$ cat src/rtl/ide_seq_pkg.sv
// Package: shared constants and the decoded-select type for the IDE strobe sequencer.
// Assumes: two IDE channels, each with two register banks.
package ide_seq_pkg;
    localparam int NCH = 2;

    // Result of the address decode for the current bus access.
    typedef struct packed {
        logic board;   // access hits the board window (qualified by address strobe)
        logic ide;     // access hits the IDE register window
        logic chan;    // 0 = primary, 1 = secondary
        logic cs1;     // 0 = task-file bank, 1 = control bank
    } sel_t;
endpackage

$ cat src/rtl/ide_addr_decode.sv
// Module: ide_addr_decode
// Purpose: combinational decode of the upper bus address against the board base.
// Assumes: the top BASE_W bits of addr_hi are compared with the base. The next
// three bits below them are, in falling order: IDE window, channel and bank.
// Every select is qualified by the address strobe.
module ide_addr_decode
    import ide_seq_pkg::*;
#(
    parameter int ADDR_W = 24,
    parameter int BASE_W = 8
) (
    input  logic                            as_n,
    input  logic [ADDR_W-1:ADDR_W-BASE_W-3] addr_hi,
    input  logic [BASE_W-1:0]               base_addr,
    output sel_t                            sel
);
    localparam int LSB = ADDR_W - BASE_W - 3;

    // Decode board hit, IDE window, channel and bank.
    always_comb begin
        sel.board = !as_n && (addr_hi[ADDR_W-1 -: BASE_W] == base_addr);
        sel.ide   = sel.board && addr_hi[LSB+2];
        sel.chan  = addr_hi[LSB+1];
        sel.cs1   = addr_hi[LSB];
    end
endmodule

$ cat src/rtl/ide_bus_phase.sv
// Module: ide_bus_phase
// Purpose: tracks the bus state from rising CPU clock edges only.
// Assumes: the first rising edge that samples the address strobe low starts S4.
// The counter saturates and clears at any rising edge that samples the
// strobe high. The bus direction is captured on that first edge.
module ide_bus_phase #(
    parameter int CNT_W = 3
) (
    input  logic             clk,
    input  logic             rst_n,
    input  logic             as_n,
    input  logic             rw,
    output logic [CNT_W-1:0] cnt,
    output logic             dir_q
);
    localparam logic [CNT_W-1:0] CMAX = '1;

    // Bus-state counter: clear when idle, count and saturate during an access.
    always_ff @(posedge clk) begin
        if (!rst_n) begin
            cnt <= '0;
        end else if (as_n) begin
            cnt <= '0;
        end else if (cnt != CMAX) begin
            cnt <= cnt + 1'b1;
        end
    end

    // Direction latch: capture the bus direction at the first edge of an access.
    always_ff @(posedge clk) begin
        if (!rst_n) begin
            dir_q <= 1'b1;
        end else if (!as_n && cnt == '0) begin
            dir_q <= rw;
        end
    end
endmodule

$ cat src/rtl/ide_strobe_gen.sv
// Module: ide_strobe_gen
// Purpose: builds the chip selects, IDE strobes, buffer enable and direction from
// the decoded select, the bus-state counter and the data strobes.
// Assumes: sel.ide is already qualified by the address strobe, so every output
// drops combinationally when the strobe rises.
module ide_strobe_gen
    import ide_seq_pkg::*;
#(
    parameter int CNT_W    = 3,
    parameter int RD_START = 1,
    parameter int WR_START = 1
) (
    input  logic             uds_n,
    input  logic             lds_n,
    input  logic             rw,
    input  sel_t             sel,
    input  logic [CNT_W-1:0] cnt,
    input  logic             dir_q,
    output logic [NCH-1:0]   cs0_n,
    output logic [NCH-1:0]   cs1_n,
    output logic [NCH-1:0]   act,
    output logic             ior_n,
    output logic             iow_n,
    output logic             buf_oe_n,
    output logic             buf_dir
);
    localparam logic [CNT_W-1:0] RD_C = CNT_W'(RD_START);
    localparam logic [CNT_W-1:0] WR_C = CNT_W'(WR_START);
    localparam logic [CNT_W-1:0] S4_C = CNT_W'(1);

    logic dir;
    logic ds_any;
    logic rd_on;
    logic wr_on;

    // Direction: live bus direction until the first edge, latched value after it.
    always_comb begin
        dir    = (cnt == '0) ? rw : dir_q;
        ds_any = !uds_n || !lds_n;
    end

    // Strobes: read and write strobes start only once the counter reaches their state.
    always_comb begin
        rd_on = sel.ide && dir && (cnt >= RD_C);
        wr_on = sel.ide && !dir && (cnt >= WR_C);
        ior_n = !rd_on;
        iow_n = !wr_on;
    end

    // Buffers: reads open on a data strobe or in S4; writes open with the write strobe.
    always_comb begin
        if (dir) begin
            buf_oe_n = !(sel.ide && (ds_any || cnt == S4_C));
        end else begin
            buf_oe_n = !wr_on;
        end
        buf_dir = dir;
    end

    // Per-channel selects and activity.
    for (genvar g = 0; g < NCH; g++) begin : g_chan
        logic hit_ch;
        // Channel select: the channel hit picks one of the two banks.
        always_comb begin
            hit_ch   = sel.ide && (sel.chan == 1'(g));
            cs0_n[g] = !(hit_ch && !sel.cs1);
            cs1_n[g] = !(hit_ch && sel.cs1);
            act[g]   = hit_ch;
        end
    end
endmodule

$ cat src/rtl/ide_strobe_seq.sv
// Module: ide_strobe_seq (top)
// Purpose: sequences the IDE chip selects, strobes and data buffers for accesses
// from a 68000-style expansion bus into the board's IDE window.
// Assumes: clk is the CPU clock, and the rising edges begin the even bus states.
// rw and the address stay stable while the address strobe is low.
// base_addr is stable between accesses.
module ide_strobe_seq
    import ide_seq_pkg::*;
#(
    parameter int ADDR_W   = 24,
    parameter int BASE_W   = 8,
    parameter int CNT_W    = 3,
    parameter int RD_START = 1,
    parameter int WR_START = 1
) (
    input  logic                            clk,
    input  logic                            rst_n,
    input  logic                            as_n,
    input  logic                            uds_n,
    input  logic                            lds_n,
    input  logic                            rw,
    input  logic [ADDR_W-1:ADDR_W-BASE_W-3] addr_hi,
    input  logic [BASE_W-1:0]               base_addr,
    output logic                            board_sel_n,
    output logic [NCH-1:0]                  cs0_n,
    output logic [NCH-1:0]                  cs1_n,
    output logic                            ior_n,
    output logic                            iow_n,
    output logic                            buf_oe_n,
    output logic                            buf_dir,
    output logic [NCH-1:0]                  act
);
    sel_t             sel;
    logic [CNT_W-1:0] cnt;
    logic             dir_q;

    ide_addr_decode #(.ADDR_W(ADDR_W), .BASE_W(BASE_W)) u_dec (
        .as_n      (as_n),
        .addr_hi   (addr_hi),
        .base_addr (base_addr),
        .sel       (sel)
    );

    ide_bus_phase #(.CNT_W(CNT_W)) u_phase (
        .clk   (clk),
        .rst_n (rst_n),
        .as_n  (as_n),
        .rw    (rw),
        .cnt   (cnt),
        .dir_q (dir_q)
    );

    ide_strobe_gen #(.CNT_W(CNT_W), .RD_START(RD_START), .WR_START(WR_START)) u_gen (
        .uds_n    (uds_n),
        .lds_n    (lds_n),
        .rw       (rw),
        .sel      (sel),
        .cnt      (cnt),
        .dir_q    (dir_q),
        .cs0_n    (cs0_n),
        .cs1_n    (cs1_n),
        .act      (act),
        .ior_n    (ior_n),
        .iow_n    (iow_n),
        .buf_oe_n (buf_oe_n),
        .buf_dir  (buf_dir)
    );

    // Board select output: active-low view of the decoded board hit.
    always_comb board_sel_n = !sel.board;
endmodule

$ cat config.mk
export PLATFORM = sky130hd
export DESIGN_NAME = ide_strobe_seq
export DESIGN_NICKNAME = d
export VERILOG_FILES = /design/src/rtl/ide_seq_pkg.sv /design/src/rtl/ide_addr_decode.sv /design/src/rtl/ide_bus_phase.sv /design/src/rtl/ide_strobe_gen.sv /design/src/rtl/ide_strobe_seq.sv
export SDC_FILE = /design/constraint.sdc
export NUM_CORES = 1
export LEC_CHECK = 0
export ABC_AREA = 0
export CAP_MARGIN = 20
export CORE_AREA = 3 3 41 43
export CTS_CLUSTER_SIZE = 14
export DETAILED_ROUTE_END_ITERATION = 12
export DIE_AREA = 0 0 44 46
export PLACE_DENSITY_LB_ADDON = 0.08
export SLEW_MARGIN = 20
export SYNTH_ARGS = -nofsm -noshare
export SYNTH_HDL_FRONTEND = slang
export SYNTH_SLANG_ARGS = --single-unit
$ cat constraint.sdc
create_clock -name clk -period 3.4 [get_ports clk]
set_input_delay 0.34 -clock clk [delete_from_list [all_inputs] [get_ports clk]]
set_output_delay 0.34 -clock clk [all_outputs]
set_load 0.01 [all_outputs]
==> out/qor.csv, run 1 <==
stage,metric,value,unit
critical_path,cp.required,3.06,ns
synth,netlist_instances,53,
clocking,clock_sinks,4,
cells_and_area,final_layout_size_suffix_gt1_share,7.87,%
routing,via_per_inst,4.64,
synth,syn_nets,82,
routing,drtPass1Iterations,3,
synth,synth_top_area_share,18.5,%
synth,yosysTopAreaCell,dfxtp_1,
timing,skew,0.00750,ns
pwr,power_leakage,0.000342,uW
routing,postRouteAntennaNets,0,
routing,drt_wl_total,1250,um
synth,synth.distinct_cells,20,
run,max-cap-violations,0,
grt,track_usage,13.2,%
cells_and_area,multi_input_area,319,sq um
critical_path,worstSetupStartpointType,input pin,
timing,tightest_slew,0.379,ns
cells_and_area,syn2layout_area_growth,87.0,%
cells_and_area,fin_cells,104,
placed_design,placed_cells,101,
cells_and_area,n_fill_cell,116,
grt,grt_antenna_before_repair,0,
grt,overflow,0,
synth,syn-cell-area,433,sq um
placed_design,gp_congestion,0.689,
synth,yosysWarnings,0,
timing,finalSetupTns,0,ns
placed_design,dp_hpwl,1070,um
synth,netlist_top_cells_area,"dfxtp_1, xor2_1, ha_1",
critical_path,endpoint_kind,primary output,
critical_path,worst-path-max-fanout,9,
pwr,power.density,207,nW/um^2
clocking,htree_levels,1,
worst_hold_path,holdCritPathClass,reg2reg,
timing,finalWorstSetupSlack,0.635,ns
grt,grt_pass1_vias,431,
clocking,cts_buffer_depth,2,
grt,grt_pass1_wl,1920,um
timing,relSlewSlack,74.5,%
floorplan,top_level_ports,36,
placed_design,io_buffers,35,
routing,vias,483,
critical_path,critPathKind,in2out,
clocking,cts_setup_buffers,0,
floorplan,std_cell_rows,13,
clocking,clock_latency,0.24,ns
clocking,cts-root-buf,clkbuf_4,
timing,setup-violations-final,0,
timing,period_needed,2.76,ns
clocking,ctsResizeCount,0,
run_status,status,"finished, final reports clean",
synth,ys_ff_latch,4,
pwr,total_power,168,uW
cells_and_area,layout.area.seq,80.1,sq um
placed_design,place_ws,0.643,ns
critical_path,cp.arrival,2.42,ns
floorplan,dieHeight,46,um
floorplan,die_area,2020,sq um
pwr,irDropWorstVdd,0.190,mV
timing,fin_crit_sh,81.3,%
clocking,cts_made_buffers,3,
routing,drt_iter0_markers,4,
synth,avgSynthCellArea,8.17,sq um
synth,ys_seq_area_share,18.5,%
clocking,hold_buffers,0,
timing,rsz0062_at_grt,false,
floorplan,core_region_area,1330,sq um
clocking,cts_tree,done,
cells_and_area,nets,120,
timing,fmax,0.362,GHz
grt,grt_max_degree,10,
timing,hold_violations,0,
routing,drc,0,
floorplan,die_w,44,um
cells_and_area,n_antenna_cell,0,
timing,slew_viol_final,0,
routing,avgRoutedWirePerCell,12.0,um
floorplan,start_util,32.5,%
clocking,clk_pin_slew,0.03,ns
[cell usage in the layout, fill, tap and decap left out]
cell / instances
clkdlybuf4s50_1: 35
xor2_1: 9
nor2_1: 7
inv_1: 5
mux2i_1: 4
or3_1: 4
ha_1: 4
dfxtp_1: 4
clkbuf_4: 3
nor2b_1: 2
nand2_1: 2
nor4_2: 1
nor3_1: 1
nand3_1: 1
nand4_2: 1
nor4_1: 1
nand3b_1: 1
or2_2: 1
o211ai_1: 1
a211o_2: 1
nand2b_1: 1
[cells in the mapped netlist]
master    number
nor4_2         1
nand3_1        1
or2_2          1
inv_1          5
or3_1          4
nand4_2        1
nand2_1        2
o211ai_1       1
nor3_1         1
mux2i_1        4
xor2_1         9
nor2_1         7
a211o_2        1
ha_1           4
nand2b_1       1
nor2b_1        2
nor4_1         1
nand3b_1       1
buf_4          2
dfxtp_1        4
[flip-flops by register name, summed over array words and instances, names as in the netlist]
| register | count |
|---|---|
| u_phase.cnt | 3 |
| u_phase.dir_q | 1 |
[power by group]
group / internal (uW) / leakage (uW) / switching [uW]
Clock: 39.5 / 0.0000138 / 19.8
Sequential: 49.2 / 0.0000327 / 1.83
Combinational: 37.2 / 0.000295 / 20.2
[stage by stage]
step / cell area (sq um) / util (%) / hold slack [ns]
3_3_place_gp: 787 / 59.0 / 0.462
2_1_floorplan: 433 / - / 0.402
4_1_cts: 810 / 60.7 / 0.477
3_5_place_dp: 787 / 59.0 / 0.467
5_1_grt: 810 / 60.7 / 0.521
6_report: 810 / 60.7 / 0.471
[area by class of cell]
type | instances | area share [%]
timing repair buffer | 35 | 43.3
multi-input combinational | 42 | 39.4
inverter | 5 | 2.32
sequential | 4 | 9.89
clock buffer | 3 | 2.78
tap | 15 | 2.32
[worst max-delay path: stages]
cell and delay (ns):
clkdlybuf4s50_1 0.42, xor2_1 0.17, nor4_2 0.37, nand4_2 0.24
or3_1 0.39, clkdlybuf4s50_1 0.48
[worst paths after layout]
kind                                                   from                         end  slack, ns  cells after the start
worst max-delay path                           base_addr[0]                       ior_n       0.64                      6
worst min-delay path             u_phase.dir_q$_SDFFE_PN1P_  u_phase.dir_q$_SDFFE_PN1P_       0.47                      2
worst max register to register  u_phase.cnt[0]$_SDFFE_PP0P_  u_phase.dir_q$_SDFFE_PN1P_       2.11                      6
worst min register to register   u_phase.dir_q$_SDFFE_PN1P_  u_phase.dir_q$_SDFFE_PN1P_       0.47                      2
[routing by layer]
metal	track usage, %	routed length (um)	part of all wire, %
met1	16.0	572	46
met2	20.1	503	40
met3	3.56	156	12
met4	9.04	19	1.5
met5	0	0	0
[cell families (layout without fill, tap and decap cells)]
logic type | count (synthesis) | count (layout) | share of synthesized area, %
buffers and inverters | 7 | 43 | 7.80
xor gates and xnor gates | 9 | 9 | 18.2
DFF | 4 | 4 | 18.5
adders and majority gates | 4 | 4 | 11.6
muxes | 4 | 4 | 9.25
AOI/OAI and AO/OA | 2 | 2 | 4.05
and+or+nand+nor | 23 | 23 | 30.6
No activity file was read; power rests on OpenSTA's default activity.
==> run 2, diff against run 1 <==
CORE_AREA = 3 3 44 46   (was 3 3 41 43)
DIE_AREA = 0 0 47 49   (was 0 0 44 46)
clock period = 2.2 ns   (was 3.4 ns; I/O delays follow)
==> run 2 against run 1 <==
- first-iteration DRC count down 25%
- core utilization down 2.2 points
- global-route usage down 0.73 points
- sequential share of layout area down 1.0 points
- worst setup slack worse by 0.57 ns
- register-to-register slack worse by 1.1 ns
- cell count up 11%
- critical path depth up 2
- hold slack better by 0.035 ns
- critical path type unchanged
- largest cell class unchanged
- largest power group is now combinational cells
==> out/qor.csv, run 2 (same netlist as run 1, synthesis figures left out) <==
stage,metric,value,unit,change
run_status,status,"finished, final reports clean",,unchanged
timing,relSlewSlack,68.0,%,was 74.5%
critical_path,endpoint_kind,primary output,,unchanged
cells_and_area,syn2layout_area_growth,108,%,was 87.0%
grt,grt_antenna_before_repair,0,,unchanged
pwr,p_int,208,uW,was 126 uW
clocking,clock_sinks,4,,unchanged
worst_hold_path,holdCritPathClass,in2reg,,was reg2reg
clocking,hold_buffers,0,,unchanged
pwr,p_clk_share,31.5,%,was 35.3%
timing,hold_violations,0,,unchanged
timing,period_needed,2.14,ns,
pwr,seqPwrFrac,28.0,%,was 30.4%
cells_and_area,final_common_cell,clkdlybuf4s50_1,,unchanged
worst_hold_path,hold_path.startpoint,rst_n,,was u_phase.dir_q$_SDFFE_PN1P_
clocking,cts_made_buffers,3,,unchanged
cells_and_area,reg_top3,"u_phase.cnt (3), u_phase.dir_q (1)",,unchanged
timing,fmax,0.468,GHz,
pwr,switchingPower,71.4,uW,was 41.8 uW
clocking,cts-root-buf,clkbuf_4,,unchanged
cells_and_area,n_antenna_cell,0,,unchanged
routing,drc,0,,unchanged
pwr,power_leakage,0.000388,uW,was 0.000342 uW
cells_and_area,final_layout_size_suffix_gt1_share,23.2,%,was 7.87%
routing,drt_iter0_markers,3,,was 4
clocking,clock_latency,0.23,ns,was 0.24 ns
routing,drt_wl_total,1350,um,was 1250 um
placed_design,place_area,826,sq um,was 787 sq um
timing,hold-worst-slack,0.506,ns,was 0.471 ns
pwr,switching_share,25.5,%,was 24.9%
clocking,htree_levels,1,,unchanged
routing,vias,541,,was 483
routing,avgRoutedWirePerCell,11.8,um,was 12.0 um
grt,globalRouteMet2Util,20.1,%,about the same
timing,finalSetupTns,0,ns,unchanged
cells_and_area,largest_reg_flops,3,,unchanged
critical_path,worstSetupStartpointType,input pin,,unchanged
floorplan,start_util,28.1,%,was 32.5%
grt,track_usage,12.4,%,was 13.2%
floorplan,die_area,2300,sq um,was 2020 sq um
cells_and_area,fin_area,902,sq um,was 810 sq um
timing,tightest_slew,0.476,ns,was 0.379 ns
placed_design,io_buffers,35,,unchanged
floorplan,std_cell_rows,14,,was 13
cells_and_area,nets,130,,was 120
timing,setup-violations-final,0,,unchanged
grt,grt_pass1_wl,2140,um,was 1920 um
cells_and_area,largest_register,u_phase.cnt,,unchanged
grt,grt_pass1_vias,530,,was 431
critical_path,timing.rr.start,u_phase.cnt[1]$_SDFFE_PP0P_,,was u_phase.cnt[0]$_SDFFE_PP0P_
placed_design,dp_hpwl,1120,um,was 1070 um
floorplan,top_level_ports,36,,unchanged
run,max-cap-violations,0,,unchanged
cells_and_area,final_cell_mix,"clkdlybuf4s50_1, xor2_1, buf_4, nor2_1, clkdlybuf4s15_1",,"was clkdlybuf4s50_1, xor2_1, nor2_1, inv_1"
routing,drtPass1Iterations,2,,was 3
routing,via_per_inst,4.70,,was 4.64
routing,postRouteAntennaNets,0,,unchanged
clocking,cts_buffer_depth,2,,unchanged
grt,grt_max_degree,6,,was 10
timing,slew_viol_final,0,,unchanged
grt,grt.met1_usage,14.4,%,was 16.0%
timing,rsz0062_at_grt,false,,unchanged
critical_path,cp.required,1.98,ns,was 3.06 ns
floorplan,die_w,47,um,was 44 um
timing,skew,0.00193,ns,was 0.00750 ns
grt,grt_most_used_layer,met2,,unchanged
pwr,comb_power_share,40.6,%,was 34.2%
pwr,power.density,310,nW/um^2,was 207 nW/um^2
clocking,cts_tree,done,,unchanged
critical_path,critPathKind,in2out,,unchanged
timing,fin_crit_sh,97.1,%,
grt,overflow,0,,unchanged
critical_path,worstSetupStartpoint,base_addr[0],,unchanged
floorplan,dieHeight,49,um,was 46 um
clocking,clk_pin_slew,0.04,ns,was 0.03 ns
placed_design,gp_congestion,0.617,,was 0.689
critical_path,cp.arrival,1.92,ns,was 2.42 ns
pwr,irDropWorstVdd,0.352,mV,was 0.190 mV
floorplan,core_region_area,1540,sq um,was 1330 sq um
grt,use_met3,4.80,%,was 3.56%
critical_path,worst-path-max-fanout,3,,was 9
-- run 2: cell count changes in the layout (fill, tap and decap cells not counted), sizes merged --
cell,delta
clkdlybuf4s50,-9
buf,+9
nand4,+1
clkdlybuf4s15,+5
dlygate4sd2,+1
clkbuf,+3
-- run 2: layout make-up --
| cell class | instances | area [sq um] |
|---|---|---|
| fillers | 141 | 639 |
| repair buffers | 44 | 402 |
| multi-input cells | 43 | 359 |
| flip-flops and latches | 4 | 80.1 |
| clock buffers | 3 | 22.5 |
| well taps | 16 | 20.0 |
| inverters | 5 | 18.8 |
-- run 2: metal layers --
metal | share of wire, % | up-vias | routed length, um
met1 | 39 | 240 | 523
li1 | - | 272 | -
met2 | 45 | 29 | 605
met3 | 16 | 0 | 223
met4 | 0 | 0 | 0
met5 | 0 | - | 0
-- run 2: path summary, 6_finish.rpt --
kind	end	slack, ns	cells after the start
hold / removal	u_phase.dir_q$_SDFFE_PN1P_	0.51	2
setup / recovery	cs1_n[0]	0.06	8
setup reg to reg	u_phase.dir_q$_SDFFE_PN1P_	0.98	6
hold reg to reg	u_phase.dir_q$_SDFFE_PN1P_	0.52	2
-- run 2: critical path, stage by stage --
cell	delay (ns)
clkdlybuf4s50_1	0.41
xor2_1	0.17
nor4_2	0.26
buf_4	0.17
nand4_1	0.13
buf_4	0.18
nand3b_1	0.14
clkdlybuf4s15_1	0.23
-- run 2: repair_timing --
action,in CTS,in global routing
endpoints found under the setup margin,9,7
pin swaps,2,1
resized for setup,15,12
buffers inserted,2,2
gates cloned,1,0
endpoints found under the hold margin,0,0
-- run 2: power by group through the flow --
stage | Sequential [uW] | Combinational (uW) | Clock, uW
2_1_floorplan | 79.4 | 33.4 | 0
6_report | 78.2 | 114 | 88.0
3_3_place_gp | 78.6 | 97.9 | 0
4_1_cts | 77.8 | 110 | 92.6
5_1_grt | 78.7 | 123 | 100
3_5_place_dp | 78.7 | 99.7 | 0
-- run 2: through the flow --
| stage | total power, uW | setup WS (ns) | util (%) | std cells |
|---|---|---|---|---|
| 2_1_floorplan | 113 | 0.458 | - | 53 |
| 3_3_place_gp | 177 | -0.272 | 53.6 | 107 |
| 3_5_place_dp | 178 | -0.294 | 53.6 | 107 |
| 4_1_cts | 280 | 0.00713 | 57.4 | 113 |
| 5_1_grt | 302 | 0.00396 | 58.5 | 115 |
| 6_report | 280 | 0.0640 | 58.5 | 115 |
